[src/rtl/mram_pkg.sv]
package mram_pkg;

    typedef enum logic {
        ACT_LOW  = 1'b0,
        ACT_HIGH = 1'b1
    } pol_e;

    typedef struct packed {
        logic en;
        logic srst_n;
        logic arst_n;
    } stage_ctl_t;

    localparam int unsigned MAX_DEPTH = 2048;

    function automatic int unsigned addr_bits(input int unsigned depth);
        return (depth <= 1) ? 1 : $clog2(depth);
    endfunction

    function automatic int unsigned min_u(input int unsigned a, input int unsigned b);
        return (a < b) ? a : b;
    endfunction

    function automatic int unsigned max_u(input int unsigned a, input int unsigned b);
        return (a > b) ? a : b;
    endfunction

    function automatic logic is_active(input logic pin, input pol_e pol, input bit present);
        return present ? (pin == logic'(pol)) : 1'b1;
    endfunction

endpackage

[src/rtl/mram_stage.sv]
module mram_stage
    import mram_pkg::*;
#(
    parameter int unsigned W      = 8,
    parameter bit          ENABLE = 1'b0
) (
    input  logic         clk,
    input  stage_ctl_t   ctl,
    input  logic [W-1:0] d,
    output logic [W-1:0] q
);

    generate
        if (ENABLE) begin : g_reg
            logic         arst_n;
            logic [W-1:0] r;

            assign arst_n = ctl.arst_n;

            always_ff @(posedge clk or negedge arst_n) begin
                if (!arst_n) begin
                    r <= '0;
                end else if (!ctl.srst_n) begin
                    r <= '0;
                end else if (ctl.en) begin
                    r <= d;
                end
            end

            assign q = r;
        end else begin : g_wire
            logic unused_ctl;
            assign unused_ctl = ^{clk, ctl};
            assign q = d;
        end
    endgenerate

endmodule

[src/rtl/mram_core.sv]
module mram_core
    import mram_pkg::*;
#(
    parameter int unsigned WR_DEPTH = 64,
    parameter int unsigned WR_WIDTH = 8,
    parameter int unsigned RD_DEPTH = 32,
    parameter int unsigned RD_WIDTH = 16,
    localparam int unsigned WAW     = addr_bits(WR_DEPTH),
    localparam int unsigned RAW     = addr_bits(RD_DEPTH)
) (
    input  logic                clk,
    input  logic                we,
    input  logic [WAW-1:0]      waddr,
    input  logic [WR_WIDTH-1:0] wdata,
    input  logic                re,
    input  logic [RAW-1:0]      raddr,
    output logic [RD_WIDTH-1:0] rq
);

    localparam int unsigned UW    = min_u(WR_WIDTH, RD_WIDTH);
    localparam int unsigned UNITS = (WR_DEPTH * WR_WIDTH) / UW;
    localparam int unsigned UAW   = addr_bits(UNITS);
    localparam int unsigned WR_R  = WR_WIDTH / UW;
    localparam int unsigned RD_R  = RD_WIDTH / UW;

    logic [UW-1:0] mem [UNITS];

    // Write lanes: lane i of the wide word lands in unit (addr*R + i).
    always_ff @(posedge clk) begin
        if (we) begin
            for (int i = 0; i < int'(WR_R); i++) begin
                mem[UAW'(waddr * WR_R + i)] <= wdata[i*UW +: UW];
            end
        end
    end

    // Registered read; nonblocking order yields pre-write data on a collision.
    always_ff @(posedge clk) begin
        if (re) begin
            for (int i = 0; i < int'(RD_R); i++) begin
                rq[i*UW +: UW] <= mem[UAW'(raddr * RD_R + i)];
            end
        end
    end

endmodule

[src/rtl/mixed_ram.sv]
module mixed_ram
    import mram_pkg::*;
#(
    parameter int unsigned WR_DEPTH  = 64,
    parameter int unsigned WR_WIDTH  = 8,
    parameter int unsigned RD_DEPTH  = 32,
    parameter int unsigned RD_WIDTH  = 16,
    parameter bit          USE_BSEL  = 1'b0,
    parameter pol_e        BSEL_POL  = ACT_HIGH,
    parameter bit          USE_WEN   = 1'b0,
    parameter pol_e        WEN_POL   = ACT_HIGH,
    parameter bit          ADDR_PIPE = 1'b0,
    parameter bit          DATA_PIPE = 1'b0,
    localparam int unsigned WAW      = addr_bits(WR_DEPTH),
    localparam int unsigned RAW      = addr_bits(RD_DEPTH)
) (
    input  logic                clk,
    input  logic                wr_en,
    input  logic [WAW-1:0]      wr_addr,
    input  logic [WR_WIDTH-1:0] wr_data,
    input  logic                rd_bsel,
    input  logic [RAW-1:0]      rd_addr,
    output logic [RD_WIDTH-1:0] rd_data,
    input  logic                ap_en,
    input  logic                ap_srst_n,
    input  logic                ap_arst_n,
    input  logic                dp_en,
    input  logic                dp_srst_n,
    input  logic                dp_arst_n
);

    localparam int unsigned NARROW = min_u(WR_WIDTH, RD_WIDTH);
    localparam int unsigned WIDE   = max_u(WR_WIDTH, RD_WIDTH);

    generate
        if (WR_DEPTH * WR_WIDTH != RD_DEPTH * RD_WIDTH) begin : g_bad_capacity
            $error("mixed_ram: write and read capacities differ");
        end
        if (WR_DEPTH < 1 || WR_DEPTH > MAX_DEPTH || RD_DEPTH < 1 || RD_DEPTH > MAX_DEPTH) begin : g_bad_depth
            $error("mixed_ram: port depth outside 1..2048");
        end
        if (WIDE % NARROW != 0) begin : g_bad_ratio
            $error("mixed_ram: wide width is not a multiple of narrow width");
        end
    endgenerate

    logic               wr_act;
    logic               rd_sel_act;
    logic [RAW-1:0]     addr_q;
    logic [RD_WIDTH-1:0] core_q;
    stage_ctl_t         ap_ctl;
    stage_ctl_t         dp_ctl;

    assign wr_act     = is_active(wr_en, WEN_POL, USE_WEN);
    assign rd_sel_act = is_active(rd_bsel, BSEL_POL, USE_BSEL);

    assign ap_ctl = '{en: ap_en, srst_n: ap_srst_n, arst_n: ap_arst_n};
    assign dp_ctl = '{en: dp_en, srst_n: dp_srst_n, arst_n: dp_arst_n};

    mram_stage #(.W(RAW), .ENABLE(ADDR_PIPE)) u_addr_stage (
        .clk (clk),
        .ctl (ap_ctl),
        .d   (rd_addr),
        .q   (addr_q)
    );

    mram_core #(
        .WR_DEPTH (WR_DEPTH),
        .WR_WIDTH (WR_WIDTH),
        .RD_DEPTH (RD_DEPTH),
        .RD_WIDTH (RD_WIDTH)
    ) u_core (
        .clk   (clk),
        .we    (wr_act),
        .waddr (wr_addr),
        .wdata (wr_data),
        .re    (rd_sel_act),
        .raddr (addr_q),
        .rq    (core_q)
    );

    mram_stage #(.W(RD_WIDTH), .ENABLE(DATA_PIPE)) u_data_stage (
        .clk (clk),
        .ctl (dp_ctl),
        .d   (core_q),
        .q   (rd_data)
    );

endmodule

[config.mk]
export PLATFORM = sky130hd
export DESIGN_NAME = mixed_ram
export DESIGN_NICKNAME = d
export VERILOG_FILES = /design/src/rtl/mram_pkg.sv /design/src/rtl/mram_stage.sv /design/src/rtl/mram_core.sv /design/src/rtl/mixed_ram.sv
export SDC_FILE = /design/constraint.sdc
export NUM_CORES = 1
export LEC_CHECK = 0
export ABC_AREA = 0
export BUFFER_PORTS_ARGS = -buffer_cell sky130_fd_sc_hd__buf_2
export CAP_MARGIN = 5
export CORE_ASPECT_RATIO = 0.6
export CORE_UTILIZATION = 60
export CTS_CLUSTER_DIAMETER = 50
export DETAILED_ROUTE_END_ITERATION = 10
export PLACE_DENSITY = 0.77
export SLEW_MARGIN = 0
export SYNTH_ARGS = -nofsm -noshare
export SYNTH_HDL_FRONTEND = slang
export SYNTH_SLANG_ARGS = --single-unit
[constraint.sdc]
create_clock -name clk -period 2.84 [get_ports clk]
set_clock_uncertainty 0.05 [all_clocks]
set_input_delay 0.284 -clock clk [delete_from_list [all_inputs] [get_ports clk]]
set_output_delay 0.284 -clock clk [all_outputs]
set_load 0.01 [all_outputs]
Word-level counts from Yosys, hierarchy flattened:

Memories as Yosys holds them, arrays and structs flattened. A register that Yosys moved wholly into a read port is not among the register bits.
Index checks and enable logic that the tools add are counted.

* flip-flop bits (word level): 0
* memory bits (writable): 512
* input bits: 28
* memories kept: 1

Memories
* u_core.mem: depth 64, bits a word 8, read ports 2, clocked after Yosys merged registers in 2, wr ports 1, line mram_core.sv:26 `logic [UW-1:0] mem [UNITS];`

* add/subtract/negate cells: 1

Operators by type and width (number)
* adder 6 x 1 -> 6 bit, second input constant: 1

Longest topological paths before layout:

* word-level depth: 1
* mapped depth: 8
* mapped depth without buffers: 5

Hierarchy:

From an unflattened synthesis, not the netlist that was laid out.

* cells, all modules: 1220
* area, all modules: 21072.7 um^2

Modules (own cells, without submodules)
* mram_core: instances 1, cells each 1198, area an instance 20911.3 um^2, sequential area each 15855.2 um^2
* mram_stage at u_data_stage: instances 1, cells each 16, area an instance 120.1 um^2, sequential area each 0.0 um^2
* mram_stage at u_addr_stage: instances 1, cells each 5, area an instance 37.5 um^2, sequential area each 0.0 um^2
* mixed_ram: instances 1, cells each 1, area an instance 3.8 um^2, sequential area each 0.0 um^2

Worst setup path after synthesis:

OpenSTA, ideal clock, no wires.

* path type: input port to flip-flop
* start: input port wr_addr[1]
* end: memory u_core.mem[58][0] (netlist bit) (enable)
* setup time: 370 ps
* arrival: 1490 ps
* data required time: 2420 ps
* slack: 929 ps
* stages: 4
* path buffers: 2
* cells stage by stage: clkbuf_1 -> or3b_2 -> clkbuf_1 -> nor2_1

RTL lines
* start, declared: line mixed_ram.sv:19 `input logic [WAW-1:0] wr_addr,`
* end, declared: line mram_core.sv:26

Straight into the memory's write port.

Worst setup path in the final report:

* start: input port wr_addr[1]
* end: memory u_core.mem[57][2] (netlist bit) (enable)

Straight into the memory's write port.

==> results list <==
* Startpoint of the most critical setup path: wr_addr[1]
- The worst-case IR drop observed on VDD is 0.569 mV.
- Setup violations remaining at the end of the flow were counted as 0.
- Input and output buffers added on the ports amount to 35.
- Worst-path maximum fanout: 8
* Core region area: 33800 sq um
* Synth Cell Area: 20700 sq um
- Hold Path Class: primary input to flop
- Entering global routing, the biggest net connects 65 pins.
* Final critical delay including setup and external delays: 1630 ps
* Mean post-synth cell area: 17.4 sq um
* Detailed router's first-iteration violation count: 1187
- Category of the worst setup path capture point: flop
- Worst relative slew slack: 35.4%
* Area after DPL: 21600 sq um
* TritonRoute pass-1 iters: 5
- Max-slew violation total from the final report: 0
- Measured along the y axis, the die boundary spans 146 microns.
* Pwr Total: 15.7 mW
* Buffer levels on the longest clock path: 3
- Leaving out fill and tap cells, the most frequent cells in the layout are 512 x sky130_fd_sc_hd__edfxtp_1, 256 x sky130_fd_sc_hd__mux2i_1, 71 x sky130_fd_sc_hd__buf_4, 66 x sky130_fd_sc_hd__nor2_1, 64 x sky130_fd_sc_hd__a22oi_1.
- Worst R2R Start: u_core.mem[3][4]$_DFFE_PP_
* Number of ports placed on the die boundary: 44
* Max-cap viol count: 0
* Average routed wire per standard cell: 24.7 microns
- Gr usage total: 25.1%
* Buffer cell driving the clock tree root: sky130_fd_sc_hd__clkbuf_16
* Arrival time at the worst endpoint: 1760 ps
* Worst slew pin tran: 969 ps
* Post CTS Setup Buffer Count: 0
- P per Cell Area: 679 nW/um^2
- In this run, synthesis produced a sequential element count of 528.
- Dividing the final minimum period by the clock period gives 57.5%.
- Global routing finished with a remaining overflow of 0.
- Clock-pin slew was measured on the worst setup and hold paths at 60 ps.
- Number of cells produced by synthesis: 1191
- At the end of routability-driven placement, the weighted congestion stood at 0.848.
- Cells with a size suffix above 1 make up 14.1% of the layout.
- Synth warn: 0
* Setup CP Type: primary input to flop
* Clock latency on the worst-skew pair: 550 ps
- Final hold violations: 0
- First-pass GRT wire length: 65400 microns
- In the routed design, unresolved DRC markers number 0.
- Leaving out fill and tap cells, the most frequent cell in the layout is sky130_fd_sc_hd__edfxtp_1.
- Placement Rows: 52
* Number of nets in the layout: 1302
- Cts bufs inserted: 45
* TritonCTS Sinks: 528
- For this run, the register share of the synthesized area comes to 75.7%.
- Post-detail-place hpwl: 26700 microns
- The number of nets handed over by synthesis was 1219.
- After detailed routing, the total wire length is 43700 microns.
- The initial utilization of the core area, before any placement, comes to 61.3%.
- Summed over all failing endpoints, the final setup total negative slack is 0 ps.
* Clock tree from TritonCTS: yes
- Antenna violations before repair: 0
* Synth cell types: 26
- STA puts the critical path data required time at 2970 ps.
- The H-tree was split into 2 levels.
* Static leakage: 8.13 nW
- The die is 242 microns wide.
- The via count of the first global-routing pass came to 10500.
- Across all layers, the routed design uses 10900 vias.
- Area Growth Syn to Fin: 11.3%
- The finished cells cover 23100 sq um.
* Number of gates resized after CTS: 0
- In this run the most critical hold path is launched from rd_addr[3].
* Unrepaired setup endpoints after global routing: no
- The number of antenna diodes in the final layout is 0.
- After clock tree synthesis, the flow added hold-fix buffers numbering 0.
- The die covers 35300 sq um.
- Antenna Nets Post-Route: 0
- For this run, the top clock speed supported by timing is 613 MHz.
- Mean number of vias per cell: 6.15
- STA classifies the critical path startpoint as a primary input.
* Run status: finished clean
synth_stat cells, drive strengths merged:
cell type / number / area share [%]
or2: 1 / 0.030
edfxtp: 512 / 74
a31oi: 16 / 0.48
or3: 2 / 0.060
and2: 1 / 0.030
nand3b: 6 / 0.22
nor3: 16 / 0.39
a21oi: 32 / 0.77
nand2b: 2 / 0.060
mux2i: 256 / 12
a22o: 32 / 1.4
nand4: 16 / 0.48
nor2: 67 / 1.2
clkbuf: 24 / 0.43
buf: 54 / 2.4
dfxtp: 16 / 1.5
nor2b: 2 / 0.060
a22oi: 64 / 2.3
nand3: 34 / 0.82
nand2: 34 / 0.62
or3b: 4 / 0.17
worst max-delay path: stages:
cell and delay (ps):
sky130_fd_sc_hd__buf_2 160, sky130_fd_sc_hd__or3b_2 640, sky130_fd_sc_hd__nor2_1 670
worst paths after layout:
kind | end | slack (ps) | cells after the start
max | u_core.mem[57][2]$_DFFE_PP_ | 1210 | 3
min | u_core.rq[5]$_DFF_P_ | 120 | 3
max reg2reg | u_core.rq[12]$_DFF_P_ | 1280 | 5
min reg2reg | u_core.rq[3]$_DFF_P_ | 580 | 4
power breakdown:
group	total [mW]	switching (mW)	internal [mW]
combinational	0.878	0.583	0.295
sequential	8.69	0.0290	8.66
clock	6.09	2.66	3.43
flip-flops by register name, summed over array words and instances (netlist names):
register / count
u_core.mem: 512
u_core.rq: 16
per-stage QoR:
stage                     worst slack (ps)  std cells  util (%)  hold WS (ps)
after global routing                  1150       1767      68.2           108
after CTS                             1220       1767      68.2          91.6
final                                 1210       1767      68.2           119
after floorplan                        929       1191         -           333
after detailed placement               638       1686      63.9           566
after global placement                 733       1686      63.9           570
routing by layer:
layer,vias to the layer above,GRT usage (%),share of wire [%]
met1,5471,38.7,44
met3,58,5.03,8.4
met2,486,37.3,45
met5,-,0,0
li1,4847,-,-
met4,0,5.85,1.7
cells by family after synthesis:
family / count (synthesis) / share of synthesized area, %
muxes: 256 / 12.4
DFF: 528 / 75.7
buffers and inverters: 78 / 2.80
AOI/OAI and AO/OA: 144 / 4.93
and+or+nand+nor: 185 / 4.18
final cells by class:
| type | instances | area, sq um |
|---|---|---|
| Sequential cell | 528 | 15700 |
| Tap cell | 459 | 574 |
| Clock inverter | 23 | 213 |
| Multi-Input combinational cell | 585 | 4470 |
| Fill cell | 2178 | 10800 |
| Timing Repair Buffer | 114 | 878 |
| Clock buffer | 58 | 1230 |
Power figures use the tool's default switching activity.
